### src/rtl/hsl_pkg.sv
package hsl_pkg;

    typedef enum logic [1:0] {
        LINES_00 = 2'b00,
        LINES_01 = 2'b01,
        LINES_10 = 2'b10,
        LINES_11 = 2'b11
    } line_lvl_e;

    typedef enum logic [2:0] {
        C_IDLE,
        C_REQ,
        C_BRIDGE,
        C_SYNC,
        C_PAY,
        C_DRAIN
    } ctrl_st_e;

    typedef enum logic [1:0] {
        L_REST,
        L_SEND,
        L_TAIL
    } lane_st_e;

    typedef struct packed {
        line_lvl_e   lvl;
        logic        start;
        logic        dvld;
        logic [7:0]  data;
        logic        fin;
    } lane_cmd_t;

    localparam logic [7:0] HS_LEAD_BYTE = 8'hB8;

    function automatic logic [7:0] tail_fill(input logic last_bit);
        return {8{~last_bit}};
    endfunction

endpackage

### src/rtl/hsl_entry_ctrl.sv
module hsl_entry_ctrl
    import hsl_pkg::*;
#(
    parameter int LANES   = 2,
    parameter int LP_HOLD = 4
) (
    input  logic                      clk,
    input  logic                      rst,
    input  logic                      two_lane,
    input  logic                      s_valid,
    input  logic [8*LANES-1:0]        s_data,
    input  logic                      s_last,
    input  logic                      s_half,
    input  logic                      lanes_rest,
    output logic                      s_ready,
    output logic                      busy,
    output lane_cmd_t [LANES-1:0]     cmd
);

    localparam int CW = (LP_HOLD > 1) ? $clog2(LP_HOLD) : 1;
    localparam logic [CW-1:0] HOLD_END = CW'(LP_HOLD - 1);

    ctrl_st_e        st;
    logic [CW-1:0]   hold_cnt;
    logic            two_q;
    logic [LANES-1:0] act;
    logic            hold_done;

    assign hold_done = (hold_cnt == HOLD_END);

    always_ff @(posedge clk) begin
        if (rst) begin
            st       <= C_IDLE;
            hold_cnt <= '0;
            two_q    <= 1'b0;
        end else begin
            case (st)
                C_IDLE: begin
                    hold_cnt <= '0;
                    if (s_valid) begin
                        st    <= C_REQ;
                        two_q <= two_lane;
                    end
                end
                C_REQ: begin
                    if (hold_done) begin
                        st       <= C_BRIDGE;
                        hold_cnt <= '0;
                    end else begin
                        hold_cnt <= hold_cnt + 1'b1;
                    end
                end
                C_BRIDGE: begin
                    if (hold_done) begin
                        st       <= C_SYNC;
                        hold_cnt <= '0;
                    end else begin
                        hold_cnt <= hold_cnt + 1'b1;
                    end
                end
                C_SYNC:  st <= C_PAY;
                C_PAY:   if (s_valid && s_last) st <= C_DRAIN;
                C_DRAIN: if (lanes_rest) st <= C_IDLE;
                default: st <= C_IDLE;
            endcase
        end
    end

    generate
        for (genvar i = 0; i < LANES; i++) begin : g_act
            if (i == 0) begin : g_first
                assign act[i] = 1'b1;
            end else begin : g_other
                assign act[i] = two_q;
            end
        end
    endgenerate

    assign s_ready = (st == C_PAY);
    assign busy    = (st != C_IDLE);

    always_comb begin
        for (int i = 0; i < LANES; i++) begin
            cmd[i].lvl   = LINES_11;
            cmd[i].start = 1'b0;
            cmd[i].dvld  = 1'b0;
            cmd[i].fin   = 1'b0;
            cmd[i].data  = s_data[8*i +: 8];
            if (act[i]) begin
                case (st)
                    C_REQ:    cmd[i].lvl   = LINES_01;
                    C_BRIDGE: cmd[i].lvl   = LINES_00;
                    C_SYNC: begin
                        cmd[i].lvl   = LINES_00;
                        cmd[i].start = 1'b1;
                    end
                    C_PAY: begin
                        cmd[i].lvl  = LINES_00;
                        cmd[i].fin  = s_valid && s_last;
                        if (i == 0) cmd[i].dvld = s_valid;
                        else        cmd[i].dvld = s_valid && !(s_last && s_half);
                    end
                    default: cmd[i].lvl = LINES_11;
                endcase
            end
        end
    end

endmodule

### src/rtl/hsl_lane.sv
module hsl_lane
    import hsl_pkg::*;
#(
    parameter int TRAIL_BYTES = 2
) (
    input  logic       clk,
    input  logic       rst,
    input  lane_cmd_t  cmd,
    output logic [1:0] lp,
    output logic       hs_en,
    output logic [7:0] hs_byte,
    output logic       at_rest
);

    localparam int TW = $clog2(TRAIL_BYTES + 1);
    localparam logic [TW-1:0] TAIL_END = TW'(TRAIL_BYTES);

    lane_st_e      st;
    line_lvl_e     lvl_q;
    logic          hs_q;
    logic [7:0]    byte_q;
    logic          last_bit;
    logic [TW-1:0] tail_cnt;

    always_ff @(posedge clk) begin
        if (rst) begin
            st       <= L_REST;
            lvl_q    <= LINES_11;
            hs_q     <= 1'b0;
            byte_q   <= '0;
            last_bit <= 1'b0;
            tail_cnt <= '0;
        end else begin
            case (st)
                L_REST: begin
                    lvl_q <= cmd.lvl;
                    if (cmd.start) begin
                        st       <= L_SEND;
                        lvl_q    <= LINES_00;
                        hs_q     <= 1'b1;
                        byte_q   <= HS_LEAD_BYTE;
                        last_bit <= HS_LEAD_BYTE[7];
                    end
                end
                L_SEND: begin
                    if (cmd.dvld) begin
                        byte_q   <= cmd.data;
                        last_bit <= cmd.data[7];
                        if (cmd.fin) begin
                            st       <= L_TAIL;
                            tail_cnt <= '0;
                        end
                    end else if (cmd.fin) begin
                        st       <= L_TAIL;
                        byte_q   <= tail_fill(last_bit);
                        tail_cnt <= TW'(1);
                    end
                end
                L_TAIL: begin
                    if (tail_cnt == TAIL_END) begin
                        st     <= L_REST;
                        hs_q   <= 1'b0;
                        lvl_q  <= LINES_11;
                        byte_q <= '0;
                    end else begin
                        byte_q   <= tail_fill(last_bit);
                        tail_cnt <= tail_cnt + 1'b1;
                    end
                end
                default: st <= L_REST;
            endcase
        end
    end

    assign lp      = lvl_q;
    assign hs_en   = hs_q;
    assign hs_byte = byte_q;
    assign at_rest = (st == L_REST);

endmodule

### src/rtl/hs_burst_lane_seq.sv
module hs_burst_lane_seq
    import hsl_pkg::*;
#(
    parameter int LANES       = 2,
    parameter int LP_HOLD     = 4,
    parameter int TRAIL_BYTES = 2
) (
    input  logic                 clk,
    input  logic                 rst,
    input  logic                 two_lane,
    input  logic                 s_valid,
    input  logic [8*LANES-1:0]   s_data,
    input  logic                 s_last,
    input  logic                 s_half,
    output logic                 s_ready,
    output logic                 busy,
    output logic [2*LANES-1:0]   lane_lp,
    output logic [LANES-1:0]     lane_hs_en,
    output logic [8*LANES-1:0]   lane_hs_byte
);

    lane_cmd_t [LANES-1:0] cmd;
    logic [LANES-1:0]      rest_v;

    hsl_entry_ctrl #(
        .LANES   (LANES),
        .LP_HOLD (LP_HOLD)
    ) u_ctrl (
        .clk        (clk),
        .rst        (rst),
        .two_lane   (two_lane),
        .s_valid    (s_valid),
        .s_data     (s_data),
        .s_last     (s_last),
        .s_half     (s_half),
        .lanes_rest (&rest_v),
        .s_ready    (s_ready),
        .busy       (busy),
        .cmd        (cmd)
    );

    generate
        for (genvar i = 0; i < LANES; i++) begin : g_lane
            hsl_lane #(
                .TRAIL_BYTES (TRAIL_BYTES)
            ) u_lane (
                .clk     (clk),
                .rst     (rst),
                .cmd     (cmd[i]),
                .lp      (lane_lp[2*i +: 2]),
                .hs_en   (lane_hs_en[i]),
                .hs_byte (lane_hs_byte[8*i +: 8]),
                .at_rest (rest_v[i])
            );
        end
    endgenerate

endmodule

### config.mk
export PLATFORM = sky130hd
export DESIGN_NAME = hs_burst_lane_seq
export DESIGN_NICKNAME = d
export VERILOG_FILES = /design/src/rtl/hsl_pkg.sv /design/src/rtl/hsl_entry_ctrl.sv /design/src/rtl/hsl_lane.sv /design/src/rtl/hs_burst_lane_seq.sv
export SDC_FILE = /design/constraint.sdc
export NUM_CORES = 1
export LEC_CHECK = 0
export BUFFER_PORTS_ARGS = -buffer_cell sky130_fd_sc_hd__buf_2
export CAP_MARGIN = 20
export CORE_MARGIN = 5
export CORE_UTILIZATION = 35
export CTS_BUF_LIST = sky130_fd_sc_hd__clkbuf_4 sky130_fd_sc_hd__clkbuf_8
export DETAILED_ROUTE_END_ITERATION = 8
export SLEW_MARGIN = 20
export SYNTH_ARGS = -nofsm -noshare
export SYNTH_HDL_FRONTEND = slang
export SYNTH_HIERARCHICAL = 1
export SYNTH_SLANG_ARGS = --single-unit
### constraint.sdc
create_clock -name clk -period 1.9 [get_ports clk]
set_input_delay 0.095 -clock clk [delete_from_list [all_inputs] [get_ports clk]]
set_output_delay 0.095 -clock clk [all_outputs]
set_load 0.02 [all_outputs]
# Word level (Yosys, flattened, before mapping)
# Cells that the tools add are included.
# totals
in_bits	22
ff_bits	38
wordCells	142
# op_classes
n_mux	59
n_addsub	3
n_reduce_logical	34
n_bitwise	2
eq_ne	29
# op_table
operator	count
two-way mux 8 bit	8
case mux 8 bit (3 select lines)	2
two-way mux 2 bit	19
AND reduction 3 bit	10
case mux 2 bit (2 select lines)	6
inequality test 2 bit, second input constant	9
case mux 3 bit (6 select lines)	1
two-way mux 3 bit	5
nonzero test 2 bit	7
inequality test 2 x 1 -> 1 bit, second input constant	6
case mux 2 bit (3 select lines)	2
two-way mux 1 bit	11
== test 2 bit, second input constant	5
nonzero test 3 bit	3
case mux 1 bit (2 select lines)	4
AND reduction 2 bit	4
adder 2 x 1 -> 2 bit, second input constant	3
== test 3 x 2 -> 1 bit, second input constant	2
== test 3 bit, second input constant	2
inequality test 3 bit, second input constant	2
AND reduction 5 bit	1
== test 2 x 1 -> 1 bit, second input constant	2
logical NOT 2 bit	2
two-way mux 4 bit	1
other kinds (7)	10

# Logic depth before layout (Yosys ltp)
# Gate-level depths: netlist (run 1).
# logic_depth
depth_word	7
ltp_mapped	9
mapped_depth_nobuf	7

# By module
# The synthesis (run 1) kept the hierarchy.
# by_module_without_submodules
mod	seq_area_each_um2	area_each_um2	cells_per_inst	instances
hsl_lane	320.3	912.1	117	2
hsl_entry_ctrl	120.1	579.3	72	1
hs_burst_lane_seq	0.0	6.3	1	1

# Worst setup path before layout (run 1)
# Ideal clock, no wire load.
# synth_timing
path_type	reg2reg
from	register u_ctrl.st[0]
to	register g_lane[1].u_lane.byte_q[0]
stages_incl_launch_ff	9
arrival_ns	2.024
setup_slack_ns	-0.193
cell_sequence	dfxtp_1 -> buf_2 -> and2b_2 -> and3_1 -> nor2b_4 -> or2_0 -> buf_2 -> or4b_4 -> o21ai_1
# synth_lines
element	line_no	text
from (decl)	hsl_entry_ctrl.sv:23	ctrl_st_e st;
from (signal assigned)	hsl_entry_ctrl.sv:33	st <= C_IDLE;
from (signal assigned)	hsl_entry_ctrl.sv:41	st <= C_REQ;
from (signal assigned)	hsl_entry_ctrl.sv:47	st <= C_BRIDGE;
to (signal assigned)	hsl_lane.sv:47	byte_q <= cmd.data;
to (signal assigned)	hsl_lane.sv:55	byte_q <= tail_fill(last_bit);
to (signal assigned)	hsl_lane.sv:66	byte_q <= tail_fill(last_bit);
to (decl)	hsl_lane.sv:21	logic [7:0] byte_q;

==> impl_metrics.py, run 1 <==
metrics = {
    "routing": {
        "vias_per_cell": 4.95,
        "ant_nets": 0,
        "wl_per_cell_um": 12.5,
        "num_vias": 2135,
        "wirelength_um": 5400,
        "drt-pass1-iter-count": 4,
        "drt_iter0_drc": 70,
        "drcViolationCount": 0,
    },
    "floorplan": {
        "die_h_um": 93.0,
        "ios": 46,
        "rows": 30,
        "dieArea_um2": 8640,
        "die_w_um": 93.0,
        "core_um2": 6760,
        "start_util_pct": 35.7,
    },
    "clock_tree": {
        "cts_buffers": 5,
        "tritoncts_num_sinks": 38,
        "h-tree-depth": 2,
        "clockRootBuffer": "clkbuf_8",
        "cts_max_path_buffers": 2,
        "clk_pin_slew_worst_paths_ns": 0.08,
        "cts_tree": "yes",
        "clock_latency_ns": 0.29,
    },
    "placement": {
        "port-buffer-count": 45,
        "hpwl_um": 4050,
        "gp_congestion": 0.760,
    },
    "timing": {
        "final.period_utilization_pct": 97.3,
        "clock_skew_ns": 0.00952,
        "final_hold_viol_count": 0,
        "whs_ns": 0.0703,
        "finalSetupViolCount": 0,
        "finalMaxSlewViolations": 0,
        "worstMarginPinSlew_ns": 0.409,
        "period_minus_slack_ns": 1.85,
        "grt_setup_unrepaired": "true",
        "maxSlewHeadroom_pct": 72.7,
        "fmax_mhz": 541,
    },
    "flow_run": {
        "cap_violations": 0,
    },
    "synth": {
        "synth_top_area_share_pct": 31.6,
        "synth_enable_flop_cells": 0,
        "synth_top_area_cell": "dfxtp_1",
        "synth_area_um2": 2410,
        "syn_nets": 340,
        "syn_area_per_cell_um2": 7.85,
        "synth_cells": 307,
        "synth_warnings": 6,
        "synth-main-ff-cell": "dfxtp_1",
        "ys_seq_area_share_pct": 31.6,
        "ys_async_sr_fraction_pct": 0,
        "synth_area_leaders": "dfxtp_1, nand2_1, ha_1",
        "synth.distinct_cells": 49,
        "synth_seq_cells": 38,
    },
    "critical_path": {
        "path_cells": "and2b_2, and3_4, nor2b_4, or2_0, or4b_4, o21ai_1",
        "crit_family": "simple AND/OR/NAND/NOR gates",
        "worst_path_largest_cell_delay_ns": 0.56,
        "crit_path_top_delay_cell": "or4b_4",
        "crit_arrival_ns": 2.06,
        "rrSetupSlack_ns": 0.05,
        "critPathKind": "flip-flop to flip-flop",
        "cp-startpoint": "u_ctrl/st[2]$_SDFFE_PP0P_",
        "required_ns": 2.12,
        "start_kind": "flip-flop",
        "r2r_start": "u_ctrl/st[2]$_SDFFE_PP0P_",
        "crit_path_end_kind": "flip-flop",
        "path_buf_inv": 0,
        "cp_max_fo": 7,
    },
    "global_route": {
        "grt-ovfl-total": 0,
        "grt_usage_pct": 13.2,
        "antenna_found_initial": 0,
        "grt_pass1_vias": 2109,
        "grt_first_pass_wirelength_um": 9400,
        "grt_start_max_net_pins": 22,
    },
    "cells_and_area": {
        "seqCellArea_um2": 766,
        "final_nets": 383,
        "multi_input_area_um2": 1470,
        "drive_gt1_share_pct": 31.3,
        "num_antenna_cells": 0,
        "area_delta_synth_final_pct": 19.2,
        "nFillCells": 708,
        "utilization_pct": 42.5,
    },
    "hold_path": {
        "min_path_type": "primary input to flip-flop",
        "worstHoldStart": "two_lane",
    },
    "power_and_ir_drop": {
        "power.density_nw_per_um2": 617,
        "irDropWorstVdd_uv": 261,
        "leakage_nw": 1.12,
    },
    "status": {
        "status": "completed",
    },
}
-- state kept, by name, summed over array words and instances, names as in the netlist --
| name | flops |
|---|---|
| g_lane.u_lane/hs_byte | 16 |
| u_ctrl/hold_cnt | 2 |
| g_lane.u_lane/st | 4 |
| g_lane.u_lane/lp | 4 |
| g_lane.u_lane/tail_cnt | 4 |
| u_ctrl/st | 3 |
| u_ctrl/two_q | 1 |
| g_lane.u_lane/hs_en | 2 |
| g_lane.u_lane/last_bit | 2 |
-- cell usage after synthesis (all sizes together) (4+ instances only) --
cell     n
nand2b  11
nor3    17
and2     4
a211oi  10
mux2i    4
and3     4
nor2b   15
dfxtp   38
clkbuf   8
and2b    5
nor3b    7
nor2    21
or2      4
nand2   43
a21oi   16
o21ai   22
inv      9
ha      11
buf     24
o22ai    4
-- placed cells by master (no fill, tap or decap), types with 3 or more instances in the layout --
master | synthesis | final
nor3_1 | 15 | 15
ha_1 | 11 | 11
a211oi_1 | 10 | 6
buf_4 | 18 | 21
o21ai_1 | 11 | 8
nand2_1 | 43 | 43
dfxtp_1 | 38 | 36
and2_1 | 3 | 3
nor2_1 | 21 | 20
a31oi_1 | 3 | 3
nor3b_2 | 1 | 3
nor3b_1 | 6 | 4
inv_1 | 9 | 8
and2b_1 | 4 | 3
a21oi_1 | 16 | 16
o22ai_1 | 4 | 4
nand3_1 | 3 | 3
o21ai_2 | 0 | 3
nand2b_1 | 11 | 11
buf_2 | 4 | 45
nor2b_1 | 13 | 13
o21ai_0 | 11 | 11
clkbuf_8 | 0 | 6
mux2i_1 | 4 | 4
a211oi_2 | 0 | 4
and3_4 | 0 | 4
-- area by class of cell --
cell class	count	share of cell area [%]
tap	80	3.48
sequential	38	26.7
timing repair buffer	68	14.1
multi-input combinational	228	51.3
clock inverter	1	0.174
inverter	9	1.18
clock buffer	7	3.14
-- per-layer routing --
layer	wire length [µm]	GRT usage, %
met5	0	0
met4	39	3.79
met3	214	2.98
met2	2630	22.8
met1	2520	16.3
-- worst paths after layout --
check / to / cells past startpoint
hold reg to reg: g_lane[1].u_lane/tail_cnt[1]$_SDFFE_PP0P_ / 2
setup / recovery: g_lane[1].u_lane/hs_byte[2]$_SDFFE_PP0P_ / 6
hold / removal: u_ctrl/two_q$_SDFFE_PP0P_ / 3
setup reg to reg: g_lane[1].u_lane/hs_byte[2]$_SDFFE_PP0P_ / 6
-- worst min-delay path: stages --
cell	delay [ns]
buf_2	0.09
mux2i_1	0.06
nor2_1	0.08
-- per-stage QoR --
stage	instance area, µm²	power (mW)	setup TNS, ns	setup slack, ns	instances
floorplan	2430	1.10	-0.0520	-0.0130	307
global placement	2700	1.18	0	0.0953	422
detailed placement	2700	1.19	0	0.0348	422
CTS	2790	1.79	0	0.0187	430
global route	2870	1.89	-0.0644	-0.0255	431
finish	2870	1.77	0	0.0514	431
-- where the power goes --
group | switching (mW) | internal (mW)
registers | 0.0220 | 0.828
logic | 0.183 | 0.141
clock network | 0.290 | 0.307
-- timing repair --
action                     CTS  global route
hold buffers                 0             0
buffers inserted             0             1
gates resized for setup      0            19
setup endpoints to repair    0            19
-- kinds of logic after synthesis --
kind of cell / after synthesis / synth area share [%]
AO/OA/AOI/OAI: 64 / 15.9
multiplexers: 5 / 2.13
AND/OR/NAND/NOR: 148 / 34.5
buffers and inverters: 41 / 10.2
flip-flops: 38 / 31.6
adder cells (fa/ha/maj): 11 / 5.71
(Power assumes the default switching activity.)
==> inputs of run 2 (changes only) <==
--- a/config.mk
+++ b/config.mk
@@ -5,12 +5,14 @@
 export SDC_FILE = /design/constraint.sdc
 export NUM_CORES = 1
 export LEC_CHECK = 0
+export ABC_AREA = 1
 export BUFFER_PORTS_ARGS = -buffer_cell sky130_fd_sc_hd__buf_2
 export CAP_MARGIN = 20
 export CORE_MARGIN = 5
 export CORE_UTILIZATION = 35
 export CTS_BUF_LIST = sky130_fd_sc_hd__clkbuf_4 sky130_fd_sc_hd__clkbuf_8
 export DETAILED_ROUTE_END_ITERATION = 8
+export GPL_ROUTABILITY_DRIVEN = 0
 export SLEW_MARGIN = 20
 export SYNTH_ARGS = -nofsm -noshare
 export SYNTH_HDL_FRONTEND = slang
==> impl_metrics.py, run 2 <==
metrics = {
    "critical_path": {
        "cp_max_fo": 6,
        "crit_arrival_ns": 1.97,
        "start_kind": "flip-flop",
        "reg2reg_depth": 12,
        "required_ns": 2.11,
        "r2r-end": "g_lane[1].u_lane/hs_byte[7]$_SDFFE_PP0P_",
        "r2r_start": "u_ctrl/st[1]$_SDFFE_PP0P_",
        "crit_path_end_kind": "flip-flop",
        "critPathKind": "flip-flop to flip-flop",
        "rrSetupSlack_ns": 0.14,
    },
    "power_and_ir_drop": {
        "irDropWorstVdd_uv": 610,
        "power.density_nw_per_um2": 1800,
        "comb_power_share_pct": 60.5,
        "intPower_mw": 2.47,
        "seqPwrFrac_pct": 25.5,
        "switching_power_mw": 2.43,
        "clockPowerShare_pct": 14.0,
        "leakage_nw": 1.28,
        "p_total_mw": 4.90,
        "switching_share_pct": 49.6,
    },
    "synth": {
        "synth_top_area_cell": "dfxtp_1",
        "yosys.cell_count.top_type": "nand2_1",
        "synth_common_cells": "nand2_1, inv_1, dfxtp_1",
        "synth_cells": 351,
        "synthSimpleGateAreaFrac_pct": 30.0,
        "synth_seq_cells": 38,
        "synth-main-ff-cell": "dfxtp_1",
        "synth_area_leaders": "dfxtp_1, nand2_1, inv_1",
        "synth_warnings": 6,
        "synth-adder-area-share_pct": 5.70,
        "ys_async_sr_fraction_pct": 0,
        "synth_enable_flop_cells": 0,
        "synth_compound_area_share_pct": 17.0,
        "synth.distinct_cells": 27,
        "synth_area_um2": 2420,
        "syn_area_per_cell_um2": 6.88,
        "synth-xor-area-share_pct": 0,
        "synth_mux_area_share_pct": 0,
        "ys_seq_area_share_pct": 31.5,
        "synth_top_family_by_area": "simple AND/OR/NAND/NOR gates",
        "syn_nets": 384,
        "synth_top_area_share_pct": 31.5,
    },
    "routing": {
        "ant_nets": 0,
        "num_vias": 2156,
        "vias_per_cell": 4.64,
        "drcViolationCount": 0,
        "wirelength_um": 5260,
        "wl_per_cell_um": 11.3,
        "drt_iter0_drc": 88,
        "drt-pass1-iter-count": 4,
    },
    "floorplan": {
        "dieArea_um2": 8660,
        "ios": 46,
        "core_um2": 6760,
        "die_h_um": 93.1,
        "start_util_pct": 35.8,
        "rows": 30,
        "die_w_um": 93.1,
    },
    "timing": {
        "maxSlewHeadroom_pct": 71.8,
        "worstMarginPinSlew_ns": 0.423,
        "final.period_utilization_pct": 92.6,
        "clock_skew_ns": 0.0100,
        "period_minus_slack_ns": 1.76,
        "fmax_mhz": 568,
        "finalMaxSlewViolations": 0,
        "final_hold_viol_count": 0,
        "finalSetupViolCount": 0,
    },
    "clock_tree": {
        "cts_buffers": 5,
        "holdBufCountCts": 0,
        "clock_latency_ns": 0.29,
        "h-tree-depth": 2,
        "cts_max_path_buffers": 2,
        "cts_tree": "yes",
        "clk_pin_slew_worst_paths_ns": 0.08,
        "tritoncts_num_sinks": 38,
        "clockRootBuffer": "clkbuf_8",
    },
    "cells_and_area": {
        "nFillCells": 729,
        "area_delta_synth_final_pct": 13.1,
        "final_common_cell": "nand2_1",
        "final_cell_mix": "nand2_1, inv_1, buf_2",
        "num_antenna_cells": 0,
        "final_nets": 417,
        "drive_gt1_share_pct": 24.9,
        "finalInstanceArea_um2": 2730,
        "largest_reg_flops": 16,
    },
    "placement": {
        "hpwl_um": 4100,
        "port-buffer-count": 45,
        "dpl_cell_area_um2": 2590,
    },
    "hold_path": {
        "min_path_type": "primary input to flip-flop",
        "worstHoldEndpoint": "u_ctrl/two_q$_SDFFE_PP0P_",
        "worstHoldStart": "two_lane",
        "whs_path_depth": 3,
    },
    "status": {
        "status": "completed",
    },
    "flow_run": {
        "cap_violations": 0,
    },
    "global_route": {
        "grt-ovfl-total": 0,
        "grt_pass1_vias": 2115,
        "grt_usage_pct": 13.0,
        "grt_first_pass_wirelength_um": 9270,
        "antenna_found_initial": 0,
        "grt_start_max_net_pins": 16,
    },
}
[run 2: cell count changes after synthesis, moves of 11 or more]
cell	previous run	this run
nor2_1	21	35
nor2b_1	13	0
nand2b_1	11	0
o21ai_0	11	25
inv_1	9	47
nor3_1	15	2
nand3_1	3	19
nand2_1	43	74
[run 2: worst max-delay path, stage by stage, from the launching register on]
cell and delay [ns]:
dfxtp_1 0.36, nor2_4 0.16, inv_2 0.06, nor2_4 0.12
nand2_2 0.10, a211oi_4 0.22, buf_6 0.16, inv_4 0.05
a21oi_4 0.15, o21ai_1 0.08, nand2_1 0.07, nor2_1 0.04
nor2_1 0.10
[run 2: layout make-up]
type / instances / area (µm²) / share of cell area, %
Sequential cell: 38 / 761 / 27.9
Multi-Input combinational cell: 236 / 1290 / 47.4
Tap cell: 80 / 100 / 3.66
Timing Repair Buffer: 48 / 251 / 9.21
Clock buffer: 5 / 68.8 / 2.52
Inverter: 55 / 216 / 7.92
Clock inverter: 3 / 40.0 / 1.47
[run 2: worst max-delay path by stage]
stage                              startpoint                                        to  cells past startpoint
floorplan           u_ctrl/st[1]$_SDFFE_PP0P_  g_lane[1].u_lane/hs_byte[3]$_SDFFE_PP0P_                     10
global placement    u_ctrl/st[1]$_SDFFE_PP0P_  g_lane[1].u_lane/hs_byte[4]$_SDFFE_PP0P_                     10
detailed placement  u_ctrl/st[1]$_SDFFE_PP0P_  g_lane[1].u_lane/hs_byte[7]$_SDFFE_PP0P_                     11
CTS                 u_ctrl/st[1]$_SDFFE_PP0P_  g_lane[1].u_lane/hs_byte[7]$_SDFFE_PP0P_                     12
global route        u_ctrl/st[1]$_SDFFE_PP0P_  g_lane[1].u_lane/hs_byte[7]$_SDFFE_PP0P_                     12
finish              u_ctrl/st[1]$_SDFFE_PP0P_  g_lane[1].u_lane/hs_byte[7]$_SDFFE_PP0P_                     12
[run 2: cell families after synthesis]
logic type | after synthesis
AND/OR/NAND/NOR | 155
buffers and inverters | 77
AO/OA/AOI/OAI | 70
flip-flops | 38
adder cells (fa/ha/maj) | 11
[run 2: routing by layer]
metal | global-route usage, % | up-vias | share of wire, %
met5 | 0 | - | 0
met4 | 3.30 | 0 | 0.55
met3 | 3.14 | 2 | 3.6
met2 | 22.7 | 33 | 47
met1 | 16.0 | 959 | 49
li1 | - | 1162 | -
[run 2: power by group through the flow]
| stage | clock network [mW] | registers [mW] | logic (mW) |
|---|---|---|---|
| 2_1_floorplan | 0 | 1.40 | 2.23 |
| 3_3_place_gp | 0 | 1.26 | 2.94 |
| 3_5_place_dp | 0 | 1.26 | 2.95 |
| 4_1_cts | 0.711 | 1.24 | 2.97 |
| 5_1_grt | 0.745 | 1.28 | 3.40 |
| 6_report | 0.685 | 1.25 | 2.97 |
[run 2: timing repair]
action                                  in CTS  in global routing
buffers inserted                             2                  0
pin swaps                                    1                  0
endpoints found under the setup margin       2                 17
gates resized for setup                      0                  4
[run 2: through the flow]
step | setup TNS [ns] | instances | hold WS [ns] | worst slack [ns] | util (%)
6_report | 0 | 465 | 0.0963 | 0.141 | 40.4
4_1_cts | 0 | 465 | 0.0922 | 0.0380 | 40.2
5_1_grt | -0.0449 | 465 | 0.112 | -0.0137 | 40.4
3_5_place_dp | 0 | 455 | 0.398 | 0.00757 | 38.4
2_1_floorplan | 0 | 351 | 0.164 | 0.0871 | -
3_3_place_gp | 0 | 455 | 0.385 | 0.0760 | 38.4
==> inputs of run 3 (changes only) <==
--- a/config.mk
+++ b/config.mk
@@ -6,13 +6,16 @@
 export NUM_CORES = 1
 export LEC_CHECK = 0
 export ABC_AREA = 1
-export BUFFER_PORTS_ARGS = -buffer_cell sky130_fd_sc_hd__buf_2
 export CAP_MARGIN = 20
+export CELL_PAD_IN_SITES_DETAIL_PLACEMENT = 1
+export CELL_PAD_IN_SITES_GLOBAL_PLACEMENT = 1
 export CORE_MARGIN = 5
 export CORE_UTILIZATION = 35
 export CTS_BUF_LIST = sky130_fd_sc_hd__clkbuf_4 sky130_fd_sc_hd__clkbuf_8
 export DETAILED_ROUTE_END_ITERATION = 8
+export DONT_BUFFER_PORTS = 1
 export GPL_ROUTABILITY_DRIVEN = 0
+export PLACE_DENSITY_LB_ADDON = 0.1
 export SLEW_MARGIN = 20
 export SYNTH_ARGS = -nofsm -noshare
 export SYNTH_HDL_FRONTEND = slang
==> impl_metrics.py, run 3 (synthesized netlist as in run 2, its figures left out) <==
metrics = {
    "power_and_ir_drop": {
        "p_total_mw": 4.93,
        "leakage_nw": 1.13,
        "power.density_nw_per_um2": 1900,
        "irDropWorstVdd_uv": 660,
    },
    "hold_path": {
        "min_path_type": "primary input to flip-flop",
    },
    "floorplan": {
        "die_h_um": 93.1,
        "ios": 46,
        "die_w_um": 93.1,
        "dieArea_um2": 8660,
        "core_um2": 6760,
        "rows": 30,
        "start_util_pct": 35.8,
    },
    "routing": {
        "ant_nets": 0,
        "vias_per_cell": 4.84,
        "drt-pass1-iter-count": 4,
        "drcViolationCount": 0,
        "drt_iter0_drc": 34,
        "wirelength_um": 6110,
        "num_vias": 2083,
        "wl_per_cell_um": 14.2,
    },
    "global_route": {
        "grt-ovfl-total": 0,
        "grt_start_max_net_pins": 13,
        "grt_first_pass_wirelength_um": 10100,
        "grt_pass1_vias": 2111,
        "grt_usage_pct": 14.7,
        "antenna_found_initial": 0,
    },
    "cells_and_area": {
        "largest_reg_flops": 16,
        "nFillCells": 888,
        "final_nets": 382,
        "area_delta_synth_final_pct": 7.25,
        "instances_no_fill": 430,
        "drive_gt1_share_pct": 17.1,
        "final_common_cell": "nand2_1",
        "num_antenna_cells": 0,
        "final_cell_mix": "nand2_1, inv_1, dfxtp_1",
    },
    "timing": {
        "finalSetupTns_ns": 0,
        "final_hold_viol_count": 0,
        "fmax_mhz": 571,
        "maxSlewHeadroom_pct": 61.8,
        "clock_skew_ns": 0.00419,
        "finalMaxSlewViolations": 0,
        "period_minus_slack_ns": 1.75,
        "worstMarginPinSlew_ns": 0.571,
        "final.period_utilization_pct": 92.2,
        "finalSetupViolCount": 0,
        "worst_slack_ns": 0.149,
        "grt_setup_unrepaired": "false",
    },
    "placement": {
        "pre_cts_ws_ns": 0.0690,
        "hpwl_um": 4730,
        "dp.cells": 418,
        "port-buffer-count": 0,
    },
    "critical_path": {
        "crit_path_end_kind": "flip-flop",
        "crit_arrival_ns": 1.97,
        "required_ns": 2.12,
        "start_kind": "flip-flop",
        "cp_max_fo": 8,
        "critPathKind": "flip-flop to flip-flop",
    },
    "clock_tree": {
        "clk_pin_slew_worst_paths_ns": 0.08,
        "tritoncts_num_sinks": 38,
        "cts_buffers": 5,
        "clockRootBuffer": "clkbuf_8",
        "cts_tree": "yes",
        "h-tree-depth": 2,
        "clock_latency_ns": 0.29,
        "cts_max_path_buffers": 2,
    },
    "status": {
        "status": "completed",
    },
    "flow_run": {
        "cap_violations": 0,
    },
}
## run 3: stage by stage
| stage | util [%] | area (µm²) | hold WS [ns] |
|---|---|---|---|
| global route | 38.4 | 2590 | 0.0217 |
| CTS | 38.0 | 2560 | 0.000133 |
| global placement | 35.9 | 2430 | 0.168 |
| detailed placement | 35.9 | 2430 | 0.169 |
| floorplan | - | 2420 | 0.164 |
| finish | 38.4 | 2590 | 0.0103 |
## run 3: path summary, 6_finish.rpt
| check | from | cells after the start | slack, ns | to |
|---|---|---|---|---|
| min reg2reg | g_lane[1].u_lane/tail_cnt[1]$_SDFFE_PP0P_ | 2 | 0.45 | g_lane[1].u_lane/tail_cnt[1]$_SDFFE_PP0P_ |
| max reg2reg | u_ctrl/st[1]$_SDFFE_PP0P_ | 12 | 0.15 | g_lane[1].u_lane/hs_byte[2]$_SDFFE_PP0P_ |
| min | s_data[7] | 2 | 0.01 | g_lane[0].u_lane/last_bit$_SDFFE_PP0P_ |
| max | u_ctrl/st[1]$_SDFFE_PP0P_ | 12 | 0.15 | g_lane[1].u_lane/hs_byte[2]$_SDFFE_PP0P_ |
## run 3: cell type report
class                      instances  area, µm²  area share [%]
clock buffer                       5       68.8            2.66
clock inverter                     3       40.0            1.55
inverter                          55        220            8.50
multi-input combinational        236       1290            50.0
sequential                        38        762            29.4
tap                               80        100            3.86
timing repair buffer              13        105            4.06
## run 3: critical path: stages (launching register included)
cell and delay (ns):
dfxtp_1 0.33, nor2_2 0.14, inv_2 0.06, nor2_4 0.08, nand2_1 0.10, buf_4 0.17, nor3_1 0.13, inv_1 0.09
nand2_4 0.08, nor2_2 0.06, nor2_4 0.19, nand3_1 0.12, a21oi_1 0.13
## run 3: per-layer routing
layer	GRT usage, %	vias up	routed length [µm]
met2	23.0	34	2740
met5	0	-	0
met3	4.59	6	359
met1	19.4	953	2950
li1	-	1090	-
met4	4.40	0	58
## run 3: power breakdown
part	switching (mW)	leakage (nW)	internal (mW)
Clock	0.300	0.0579	0.387
Combinational	1.85	0.755	0.967
Sequential	0.344	0.312	1.08
## run 3: repair_timing
item	4_1_cts	5_1_grt
endpoints found under the setup margin	0	13
setup buffers	0	1
resized for setup	0	5
hold buffers	3	0
hold endpoints to repair	13	0
